$ cat src/rtl/op_shifter.sv
module op_shifter #(
  parameter int DW    = 32,
  parameter int AMT_W = 8,
  parameter int K_W   = 8,
  parameter int ROT_W = 4
) (
  input  logic                   imm_mode,
  input  logic [DW-1:0]          value,
  input  logic [2:0]             kind,
  input  logic [$clog2(DW)-1:0]  imm_amt,
  input  logic [DW-1:0]          rs_val,
  input  logic [K_W-1:0]         imm_const,
  input  logic [ROT_W-1:0]       rot_field,
  input  logic                   carry_in,
  output logic [DW-1:0]          operand,
  output logic                   carry_out,
  output logic                   carry_valid
);
  localparam int SW = $clog2(DW);
  localparam logic [1:0] T_LSL = 2'b00;
  localparam logic [1:0] T_LSR = 2'b01;
  localparam logic [1:0] T_ASR = 2'b10;

  function automatic logic [DW-1:0] rotr(input logic [DW-1:0] x, input logic [SW-1:0] r);
    logic [2*DW-1:0] d;
    d = {x, x} >> r;
    return d[DW-1:0];
  endfunction

  logic [AMT_W-1:0] reg_amt;
  logic [AMT_W:0]   amt;
  logic             rrx;
  assign reg_amt = rs_val[AMT_W-1:0];

  always_comb begin
    rrx = 1'b0;
    if (kind[0])
      amt = {1'b0, reg_amt};
    else if (imm_amt == '0 && kind[2:1] != T_LSL) begin
      if (kind[2:1] == T_LSR || kind[2:1] == T_ASR)
        amt = (AMT_W+1)'(DW);
      else begin
        amt = '0;
        rrx = 1'b1;
      end
    end else
      amt = (AMT_W+1)'(imm_amt);
  end

  logic [DW:0]        lsl_w, lsr_w;
  logic signed [DW:0] asr_src, asr_w;
  logic [DW-1:0]      ror_w;
  assign lsl_w   = {1'b0, value} << amt;
  assign lsr_w   = {value, 1'b0} >> amt;
  assign asr_src = {value, 1'b0};
  assign asr_w   = asr_src >>> amt;
  assign ror_w   = rotr(value, amt[SW-1:0]);

  logic [DW-1:0] sh_res;
  logic          sh_c;
  always_comb begin
    case (kind[2:1])
      T_LSL:   begin sh_res = lsl_w[DW-1:0]; sh_c = lsl_w[DW]; end
      T_LSR:   begin sh_res = lsr_w[DW:1];   sh_c = lsr_w[0];  end
      T_ASR:   begin sh_res = asr_w[DW:1];   sh_c = asr_w[0];  end
      default: begin
        if (rrx) begin sh_res = {carry_in, value[DW-1:1]}; sh_c = value[0]; end
        else     begin sh_res = ror_w; sh_c = ror_w[DW-1]; end
      end
    endcase
  end

  logic [DW-1:0] imm_res;
  logic [SW-1:0] imm_rot;
  assign imm_rot = SW'({rot_field, 1'b0});
  assign imm_res = rotr(DW'(imm_const), imm_rot);

  logic sel_valid, sel_c;
  assign operand     = imm_mode ? imm_res : sh_res;
  assign sel_valid   = imm_mode ? (rot_field != '0) : (rrx || amt != '0);
  assign sel_c       = imm_mode ? imm_res[DW-1] : sh_c;
  assign carry_valid = sel_valid;
  assign carry_out   = sel_valid ? sel_c : carry_in;

  always_comb begin
    if (!carry_valid)
      a_r12_carry_hold: assert (carry_out == carry_in);
    if (imm_mode && rot_field == '0)
      a_r11_zero_rot: assert (operand == DW'(imm_const) && !carry_valid);
    if (!imm_mode && kind[0] && rs_val[AMT_W-1:0] == '0)
      a_r5_low_byte_zero: assert (operand == value && !carry_valid);
    if (!imm_mode && kind == 3'b101 && rs_val[AMT_W-1:0] >= AMT_W'(DW))
      a_r8_asr_fill: assert (($countones(operand) == 0 || $countones(operand) == DW)
                              && operand[0] == value[DW-1] && carry_out == value[DW-1]);
    if (!imm_mode && kind == 3'b110 && imm_amt == '0)
      a_r4_rrx: assert (operand == {carry_in, value[DW-1:1]} && carry_out == value[0]);
    if (!imm_mode && kind == 3'b000 && imm_amt == '0)
      a_r2_lsl_zero: assert (operand == value && !carry_valid);
  end
endmodule

$ cat config.mk
export PLATFORM = sky130hd
export DESIGN_NAME = op_shifter
export DESIGN_NICKNAME = d
export VERILOG_FILES = /design/src/rtl/op_shifter.sv
export SDC_FILE = /design/constraint.sdc
export NUM_CORES = 1
export LEC_CHECK = 0
export ABC_AREA = 1
export BUFFER_PORTS_ARGS = -buffer_cell sky130_fd_sc_hd__buf_2
export CAP_MARGIN = 10
export CORE_AREA = 2 2 139 141
export DETAILED_ROUTE_END_ITERATION = 12
export DIE_AREA = 0 0 141 143
export PLACE_DENSITY_LB_ADDON = 0.1
export SLEW_MARGIN = 20
export SYNTH_ARGS = -nofsm -noshare
export SYNTH_HDL_FRONTEND = slang
export SYNTH_SLANG_ARGS = --single-unit
export TNS_END_PERCENT = 30
$ cat constraint.sdc
create_clock -name vclk -period 5.1
set_clock_uncertainty 0.1 [all_clocks]
set_input_delay 1.53 -clock vclk [all_inputs]
set_output_delay 1.53 -clock vclk [all_outputs]
set_load 0.005 [all_outputs]
==> metrics.cfg <==
[synth]
synthesis.area_um2 = 7380
synth.most_common_cell = nand2_1
synth_top_area_share_pct = 36.4
ys_types = 43
avgSynthCellArea_um2 = 4.52
ys_warn_count = 0
syn_inst = 1632
ys_seq_area_share_pct = 0
synth.net_count = 1722
synth_common_cells = 715 x nand2_1, 222 x nand3_1, 100 x inv_1, 99 x a21oi_1, 92 x nor2_1
synth_area_leaders = nand2_1 36%, nand3_1 15%, a21oi_1 6.7%
yosys.area.top_type = nand2_1

[grt]
grt.overflow.total = 0
grt_pass1_wl_um = 68900
grt_max_degree = 40
grt_use_total_pct = 44.7
grt_pass1_vias = 12000
antenna_found_initial = 2

[critical_path]
path_depth = 18
crit_family = simple AND/OR/NAND/NOR gates
path_buf_inv = 5
required_ps = 3470
critical-path-max-stage-delay_ps = 280
crit_chain = buf_8 > buf_6 > nand2_8 > nand2_8 > bufbuf_16 > nand2_1 > nand2_1 > nor2_1 > a31oi_1 > nand2_1 > o21ai_0 > buf_4 > nand2_1 > nand4_1 > nand2_1 > a21oi_1 > o21ai_1 > buf_2
cpMostUsedCell = nand2_1
cp.arrival_ps = 3750
crit_path_end_kind = output port
slowest_stage = bufbuf_16
cp-start-kind = primary input
worstPathMaxFanout = 6
critical_path_class = in -> out

[cells_and_area]
fin_util_pct = 61.5
num-fill-cells = 1961
diodes = 0
drive_gt1_share_pct = 33.3
seq_area_um2 = 0
multi_input_area_um2 = 7400
n_clock_buffer = 0
flops_and_latches = 0
nets = 2032
area_growth_pct = 54.9

[detailed_routing]
dr.pass1.iters = 7
viasPerCell = 5.98
wl_um = 46500
drc_errors = 0
routedWlPerCell_um = 21.4
drt_iter0_markers = 1533
route.vias.total = 13000
ant_nets = 0

[placed_design]
dp_hpwl_um = 37100
gp_congestion = 1.05
numPortBuffers = 96
pre_cts_ws_ps = -358

[run_status]
violations = negative setup slack
status = complete, but fails checks

[timing]
worst_slack_ps = -283
min_period_ps = 5380
hold_violations = 0
finalMaxSlewViolations = 0
fin_crit_sh_pct = 106
setup_viol = 33
slew_headroom_pct = 68.8
setup_tns_ps = -5430
worst_pin_slew_ps = 465
fmax_mhz = 186
rsz0062_at_grt = yes

[power]
vdd_drop_max_mv = 0.0995
p_leak_nw = 6.07
powerDensity_nw_per_um2 = 152
power.total_mw = 1.74

[die]
die_w_um = 141
pin_count = 120
initial_utilization_pct = 39.7
num_rows = 50
die_area_um2 = 20200
die_h_um = 143
core_um2 = 18600

[min_path]
hold_depth = 5
hp-class = in -> out

[clock_network]
hold_buffers = 0

[flow_run]
drv_cap = 0

what timing repair did:
action                                  4_1_cts  5_1_grt
resized for setup                           185      116
endpoints found under the setup margin       34       34
buffers inserted                             10        3
gates cloned                                  7        0
pin swaps                                    42       42
report_power, final:
| part | total (mW) | internal (mW) | leakage, nW | switching [mW] |
|---|---|---|---|---|
| Sequential | 0 | 0 | 0 | 0 |
| Clock | 0 | 0 | 0 | 0 |
| Combinational | 1.74 | 0.680 | 6.07 | 1.06 |
| Total | 1.74 | 0.680 | 6.07 | 1.06 |
placed cells by master, fill, tap and decap left out, types with 8 or more instances in the layout:
master and count:
o21ai_1 48, buf_12 17, a31oi_1 17, a21oi_2 18
o21ai_2 43, buf_4 279, inv_1 88, nand2_2 53
buf_2 95, o211ai_1 27, nor2_1 82, nand3_1 195
and2_1 10, buf_6 16, nand2_1 659, a21oi_1 81
nand2_4 8, inv_2 15, o21ai_0 40, nand3_2 27
o21ai_4 14, o22ai_1 8, nor2_2 9
logic make-up after synthesis:
family / share of synthesized area (%)
and+or+nand+nor: 59.6
AOI/OAI and AO/OA: 25.5
buffers and inverters: 13.1
muxes: 1.09
adders and majority gates: 0.678
metal layers:
| layer | wire (um) | global-route usage [%] | vias up |
|---|---|---|---|
| met3 | 4990 | 7.01 | 204 |
| met5 | 0 | 0 | - |
| li1 | - | - | 6035 |
| met1 | 17500 | 55.6 | 5896 |
| met2 | 20400 | 72.8 | 857 |
| met4 | 3600 | 27.3 | 0 |
stage by stage:
stage,instances,hold WS [ps],area (um2)
after floorplan,1632,3090,7380
after global placement,2154,3380,10100
final,2174,3410,11400
after CTS,2171,3400,11000
after detailed placement,2154,3390,10100
after global routing,2174,3430,11400
final cells by class:
type,instances,area share [%]
multi-input combinational,1414,64.8
timing repair buffer,415,28.9
inverter,111,3.80
tap,234,2.56
path summary, 6_finish.rpt:
| check | from | slack, ps | to |
|---|---|---|---|
| setup / recovery | kind[0] | -280 | operand[26] |
| hold / removal | imm_const[6] | 3410 | operand[6] |
Note: power is estimated with default switching activity, not from simulation.
